===== src/rtl/cer_pkg.sv =====
// Package cer_pkg
// Purpose : shared constants and types for the counter enable register.
// Assumes : the architectural register is 32 bits wide, and the enable
//           field occupies its lower sixteen bits.
package cer_pkg;
    localparam int REG_W   = 32;
    localparam int MAX_CNT = 16;

    typedef enum logic {
        VIEW_SET = 1'b0,
        VIEW_CLR = 1'b1
    } view_e;
endpackage


===== src/rtl/cer_impl_mask.sv =====
// Module  cer_impl_mask
// Purpose : derives a constant mask of implemented counter positions, and
//           a flag that tells when no counters exist.
// Assumes : IMPL_COUNTERS lies in 0..MAX_CNT.
module cer_impl_mask
    import cer_pkg::*;
#(
    parameter int IMPL_COUNTERS = 16
) (
    output logic [MAX_CNT-1:0] impl_mask,
    output logic               none_impl
);
    // one mask bit per position, high when that counter exists
    for (genvar i = 0; i < MAX_CNT; i++) begin : g_mask
        assign impl_mask[i] = (i < IMPL_COUNTERS);
    end

    // the whole group is absent when the count is zero
    assign none_impl = (IMPL_COUNTERS == 0);
endmodule


===== src/rtl/cer_enable_bank.sv =====
// Module  cer_enable_bank
// Purpose : holds one enable flop per counter. A qualified write sets or
//           clears each selected implemented bit, according to the view.
// Assumes : wr_en is already qualified (valid, write, counters present).
module cer_enable_bank
    import cer_pkg::*;
(
    input  logic               clk,
    input  logic               rst_n,
    input  logic               wr_en,
    input  view_e              wr_view,
    input  logic [MAX_CNT-1:0] wr_bits,
    input  logic [MAX_CNT-1:0] impl_mask,
    output logic [MAX_CNT-1:0] en_q
);
    logic [MAX_CNT-1:0] hit;

    // bits that a write would touch this cycle
    assign hit = wr_bits & impl_mask;

    for (genvar i = 0; i < MAX_CNT; i++) begin : g_bit
        // per-bit flop: reset to off; a selected bit takes the view's value
        always_ff @(posedge clk) begin
            if (!rst_n)
                en_q[i] <= 1'b0;
            else if (wr_en && hit[i])
                en_q[i] <= (wr_view == VIEW_SET);
        end
    end

    p_set_r2: assert property (@(posedge clk) disable iff (!rst_n)
        (wr_en && wr_view == VIEW_SET) |=> ((en_q & $past(hit)) == $past(hit)));

    p_clear_r3: assert property (@(posedge clk) disable iff (!rst_n)
        (wr_en && wr_view == VIEW_CLR) |=> ((en_q & $past(hit)) == '0));

    p_zero_keeps_r2: assert property (@(posedge clk) disable iff (!rst_n)
        wr_en |=> (((en_q ^ $past(en_q)) & ~$past(wr_bits)) == '0));

    p_idle_hold_r8: assert property (@(posedge clk) disable iff (!rst_n)
        !wr_en |=> $stable(en_q));
endmodule


===== src/rtl/cer_read_view.sv =====
// Module  cer_read_view
// Purpose : forms the 32-bit read image shared by both views, and raises
//           the undefined flag on any access when no counters exist.
// Assumes : en_q already holds zero in unimplemented positions.
module cer_read_view
    import cer_pkg::*;
(
    input  logic [MAX_CNT-1:0] en_q,
    input  logic               none_impl,
    input  logic               acc_valid,
    output logic [REG_W-1:0]   rdata,
    output logic               undef
);
    // zero-extend the enable field; reserved upper bits read as zero
    always_comb begin
        rdata              = '0;
        rdata[MAX_CNT-1:0] = en_q;
    end

    // every access is undefined when the group is absent
    assign undef = acc_valid && none_impl;
endmodule


===== src/rtl/cnt_enable_regs.sv =====
// Module  cnt_enable_regs
// Purpose : top of the counter enable register, with set and clear aliased
//           views of one shared enable state.
// Assumes : at most one access per cycle; access permission is checked
//           upstream.
module cnt_enable_regs
    import cer_pkg::*;
#(
    parameter int IMPL_COUNTERS = 16
) (
    input  logic               clk,
    input  logic               rst_n,
    input  logic               acc_valid,
    input  logic               acc_write,
    input  logic               acc_clear_view,
    input  logic [REG_W-1:0]   acc_wdata,
    output logic [REG_W-1:0]   acc_rdata,
    output logic               acc_undef,
    output logic [MAX_CNT-1:0] cnt_enable
);
    logic [MAX_CNT-1:0] impl_mask;
    logic               none_impl;
    logic               wr_en;
    logic               unused_rsvd;

    // the reserved write bits have no destination
    assign unused_rsvd = ^acc_wdata[REG_W-1:MAX_CNT];

    // a write commits only when valid and counters exist
    assign wr_en = acc_valid && acc_write && !none_impl;

    cer_impl_mask #(.IMPL_COUNTERS(IMPL_COUNTERS)) u_mask (
        .impl_mask (impl_mask),
        .none_impl (none_impl)
    );

    cer_enable_bank u_bank (
        .clk       (clk),
        .rst_n     (rst_n),
        .wr_en     (wr_en),
        .wr_view   (view_e'(acc_clear_view)),
        .wr_bits   (acc_wdata[MAX_CNT-1:0]),
        .impl_mask (impl_mask),
        .en_q      (cnt_enable)
    );

    cer_read_view u_read (
        .en_q      (cnt_enable),
        .none_impl (none_impl),
        .acc_valid (acc_valid),
        .rdata     (acc_rdata),
        .undef     (acc_undef)
    );

    p_unimpl_zero_r6: assert property (@(posedge clk) disable iff (!rst_n)
        ((cnt_enable & ~impl_mask) == '0));

    p_undef_hold_r7: assert property (@(posedge clk) disable iff (!rst_n)
        acc_undef |=> $stable(cnt_enable));

    p_read_match_r4: assert property (@(posedge clk) disable iff (!rst_n)
        (acc_rdata[MAX_CNT-1:0] == cnt_enable));
endmodule


===== config.mk =====
export PLATFORM = sky130hd
export DESIGN_NAME = cnt_enable_regs
export DESIGN_NICKNAME = d
export VERILOG_FILES = /design/src/rtl/cer_pkg.sv /design/src/rtl/cer_impl_mask.sv /design/src/rtl/cer_enable_bank.sv /design/src/rtl/cer_read_view.sv /design/src/rtl/cnt_enable_regs.sv
export SDC_FILE = /design/constraint.sdc
export NUM_CORES = 1
export LEC_CHECK = 0
export ABC_AREA = 1
export BUFFER_PORTS_ARGS = -buffer_cell sky130_fd_sc_hd__buf_2
export CAP_MARGIN = 20
export CORE_ASPECT_RATIO = 0.7
export CORE_UTILIZATION = 40
export CTS_BUF_LIST = sky130_fd_sc_hd__clkbuf_8
export CTS_CLUSTER_SIZE = 20
export DETAILED_ROUTE_END_ITERATION = 8
export HOLD_SLACK_MARGIN = 0.12
export PLACE_DENSITY = 0.89
export SLEW_MARGIN = 0
export SYNTH_ARGS = -nofsm -noshare
export SYNTH_HDL_FRONTEND = slang
export SYNTH_SLANG_ARGS = --single-unit

===== constraint.sdc =====
create_clock -name clk -period 0.9 [get_ports clk]
set_clock_uncertainty 0.1 [all_clocks]
set_input_delay 0.045 -clock clk [delete_from_list [all_inputs] [get_ports clk]]
set_output_delay 0.045 -clock clk [all_outputs]
set_load 0.02 [all_outputs]

**Word level (Yosys, flattened, before mapping)**

Cells that the tools add are included.

- Register bits after elaboration: 16
- Output and inout port bits: 49
- Input bits: 37
- Word-level logic and storage cells: 34

- Reduce and logical (&&, ||, !) cells: 17
- Bitwise gates (word level): 1

Operators with widths:

| kind | number |
|---|---|
| $logic_and 1x1->1 | 17 |
| $not 1->1 | 1 |

**Longest topological paths before layout**

- Depth after elaboration: 2
- Gate-level depth with buffers: 6

**Hierarchy**

From an unflattened synthesis, not the netlist that was laid out.

- Cells, all modules: 174
- Area total of the unflattened synthesis: 1201.2 um^2

By module, submodules not included:

| module | cells an instance | instances | area an instance (um^2) |
|---|---|---|---|
| cer_enable_bank | 118 | 1 | 804.5 |
| cer_read_view | 35 | 1 | 251.5 |
| cer_impl_mask | 19 | 1 | 135.1 |
| cnt_enable_regs | 2 | 1 | 10.0 |

**Worst setup path before layout**

Ideal clock, no wire load.

- Kind: register to register
- From: register u_bank.en_q[0] (netlist name)
- To: register u_bank.en_q[0]
- Required time: 0.736 ns
- Stages on the path, launching flop included: 5
- Arrival: 0.651 ns
- Slack: 0.085 ns
- Period minus slack after synthesis: 0.815 ns
- Library setup time: 0.064 ns
- Cells stage by stage: dfxtp_1 > inv_1 > nand2_1 > nand2_1 > nor2_1

RTL lines:

| item | line | text |
|---|---|---|
| end signal, assigned by index | cer_enable_bank.sv:27 | `en_q[i] <= (wr_view == VIEW_SET);` |
| end, declared | cer_enable_bank.sv:14 | `output logic [MAX_CNT-1:0] en_q` |

**Final worst setup path**

- From: register u_bank.en_q[8]
- To: output acc_rdata[8]

RTL lines:

| item | line | text |
|---|---|---|
| end, declared | cnt_enable_regs.sv:17 | `output logic [REG_W-1:0] acc_rdata,` |

No word-level cell between the ends.

==> reports/summary.md <==
The flow ran to the end, but the final reports show violations. The final reports fail on setup timing. The tools report the overall fraction of global-route tracks in use as 15.8%. The largest incremental delay on the critical path was 0.35 ns; the power density over cell area was 1290 mW/mm^2. The count of TritonRoute iterations in the first routing pass was 4; the post-layout worst setup margin was -0.00819 ns. With fillers left out, the area of the finished cells amounts to 0.00153 sq mm. In this run, the combinational gates consume 28.7% of the power. The number of sinks handled by clock tree synthesis is 16, and the switching power is 0.590 mW. In this run the worst hold path is classified as input pin to flop.

The final layout contains 239 nets. The total number of H-tree levels was 1; the number of ports placed on the die boundary was 86. VDD sags by at most 0.824 mV. The critical path is of the flop to output pin type. The highest attainable clock frequency came out at 1100 MHz. The worst setup path is captured at an output pin. The post-detailed-routing wire length was 2380 um; the sum of internal, switching and leakage power was 1.97 mW. Highest routing layer actually used: met3. Clock-pin slew was measured on the worst setup and hold paths at 0.06 ns. The clock network accounts for 31.5% of the total power. The largest register by flop count is u_bank.en_q.

The routed length per placed instance works out to 10.1 um. Gate family responsible for the most delay along the worst path: flip-flops. Dominant register cell in the synthesized netlist: dfxtp_1. Wire segments on met2 add up to 1270 um in the final route.

The die covers 0.00289 sq mm. In this run the standard cell core region covers 0.00250 sq mm. Measured against its own limit, the worst slew margin works out to 65.1%.

The number of clock buffers added by TritonCTS is 3. Once placement finished, the instance area stood at 0.00116 sq mm. In the post-synthesis netlist, the biggest area contributors are dfxtp_1 (30%), buf_4 (25%), nand2_1 (11%).

At the pin with the least slew margin, the transition time is 0.524 ns. Number of inserted diodes: 0. The initial antenna violation count is 0, and the switching portion of total power is 29.9%.

The logs give 806 for the number of global-route vias before repair and 0.75 ns for the required time of the critical path. The largest registers in the layout are u_bank.en_q x16. The final number of hold-violating endpoints is 0, and the number of flops mapped to enable cells by yosys is 0. TritonCTS built the clock tree.

The final number of setup-violating endpoints is 2, and the initial standard-cell utilization of the core is 42.8%. The number of different library cells used by synthesis comes to 12. The half-perimeter wire length after placement was 1430 um; the number of max-slew violations in the final report was 0.

The count of state elements after synthesis is 16, and the pin count of the biggest net entering global routing is 17. Max-cap violations in this run came to 0. The ratio of final minimum period to clock period is 101%.

For this design the static power due to leakage is 0.827 nW. For the netlist area before placement, the log shows 0.00107 sq mm. dfxtp_1 takes more of the synthesized area than any other cell.

Summing the sequential cell areas from Yosys gives 30.0% of the chip area. In this run the worst path has a maximum fanout of 3. The detailed router finished its first iteration with 35 violations. Sum of routed wire segments on met1: 1010 um. After synthesis, the mean cell area works out to 6.94 sq um. After global routing the overflow that remains totals 0. The count of synthesis-stage warnings from yosys is 0. In this run the remaining antenna-violating nets after routing total 0. The register with the most flip-flops in the layout has 16 of them. The share of async-settable or async-resettable flops after synthesis is 0%, and the total of buffers placed on input and output ports is 52. STA puts the critical path data arrival time at 0.76 ns. For the finished layout, the period the worst path requires is 0.908 ns. Cells with a size suffix above 1 make up 43.3% of the layout. The first global-routing pass estimated 3420 um of wire. The routed via count came out at 947. The tools report the cell chosen for the clock root as clkbuf_8. The number of vias per cell after detailed routing is 4.03, and the top cell type's share of synthesized area is 30.0%. The worst path buffer plus inverter count was 1. Among all stages on the critical path, the largest delay is contributed by dfxtp_1.

Clock latency on the worst-skew pair, taken at its later pin, is 0.24 ns. By count the netlist is led by buf_4 (35), nand2_1 (32), nor2_1 (32). The routed design uses 93 um of met3 wire. The critical path goes through buf_2.

Hold repair after CTS inserted 16 buffers. The overall die width works out to 63.8 um. buf_4 is the most common cell in the netlist. The floorplan has 15 rows. Registers are responsible for 39.8% of the overall power.

Largest buffer count on any clock path: 2. The synthesis-to-finish area growth is 43.4%. STA classifies the critical path startpoint as a flop. For the final RePlAce weighted congestion, the log shows 0.628. Setup repair after global routing could not meet its margin everywhere.

After detailed routing, the number of remaining DRC violations is 0. The floorplan step set the die height to 45.2 um. For the cell count after synthesis, the log shows 154. Internal power comes to 1.38 mW.
[layout make-up]
class                           count  area (sq um)
Clock buffer                        4          55.1
Fill cell                         218           963
Inverter                           17          63.8
Multi-Input combinational cell     97           467
Sequential cell                    16           339
Tap cell                           34          42.5
Timing Repair Buffer               67           566
[path summary, 6_finish.rpt]
check	start	to	slack, ns	depth (start not counted)
min	rst_n	u_bank.en_q[5]$_SDFFE_PN0P_	0.07	3
max	u_bank.en_q[8]$_SDFFE_PN0P_	acc_rdata[8]	-0.008	1
min reg2reg	u_bank.en_q[2]$_SDFFE_PN0P_	u_bank.en_q[2]$_SDFFE_PN0P_	0.42	4
max reg2reg	u_bank.en_q[6]$_SDFFE_PN0P_	u_bank.en_q[6]$_SDFFE_PN0P_	0.06	5
[stage by stage]
| step | TNS [ns] | hold WS [ns] | utilization (%) | std cells | worst slack [ns] |
|---|---|---|---|---|---|
| after floorplan | 0 | 0.129 | - | 170 | 0.0847 |
| after global placement | 0 | 0.251 | 46.5 | 218 | 0.00177 |
| final | -0.0154 | 0.0659 | 61.4 | 235 | -0.00819 |
| after CTS | -0.102 | 0.0623 | 57.5 | 238 | -0.0158 |
| after detailed placement | -0.0476 | 0.257 | 46.5 | 218 | -0.0196 |
| after global routing | -0.0735 | 0.0799 | 61.4 | 235 | -0.0315 |
[cells by family (layout without fill, tap and decap cells)]
logic type             Yosys count  in the layout  share of synthesized area [%]
AND/OR/NAND/NOR                 80             80                           34.7
flip-flops                      16             16                           30.0
buffers and inverters           57             88                           35.0
other                            1             17                          0.351
[power by group through the flow]
stage / logic, mW / clock network (mW) / registers [mW]
3_5_place_dp: 0.447 / 0 / 0.785
5_1_grt: 0.611 / 0.674 / 0.789
3_3_place_gp: 0.440 / 0 / 0.783
4_1_cts: 0.529 / 0.648 / 0.773
2_1_floorplan: 0.369 / 0 / 0.832
6_report: 0.566 / 0.620 / 0.785
[metal layers]
layer  GRT usage, %  vias up
met1           16.0      417
met3           4.55        0
met2           33.0       29
met5              0        -
li1               -      501
met4           2.73        0
[timing repair]
item	CTS	global route
gates resized for setup	25	38
setup endpoints to repair	28	36
pin swaps	0	8
buffers inserted	0	2
hold endpoints to repair	16	16
[layout by cell type (no fill, tap or decap), drive strengths merged]
cell	synthesis	layout
buf	39	51
clkbuf	1	4
conb	1	17
dfxtp	16	16
dlygate4sd3	0	15
dlymetal6s4s	0	1
inv	17	17
nand2	32	32
nand3	16	16
nor2	32	32
Note: power is estimated with default switching activity, not from simulation.
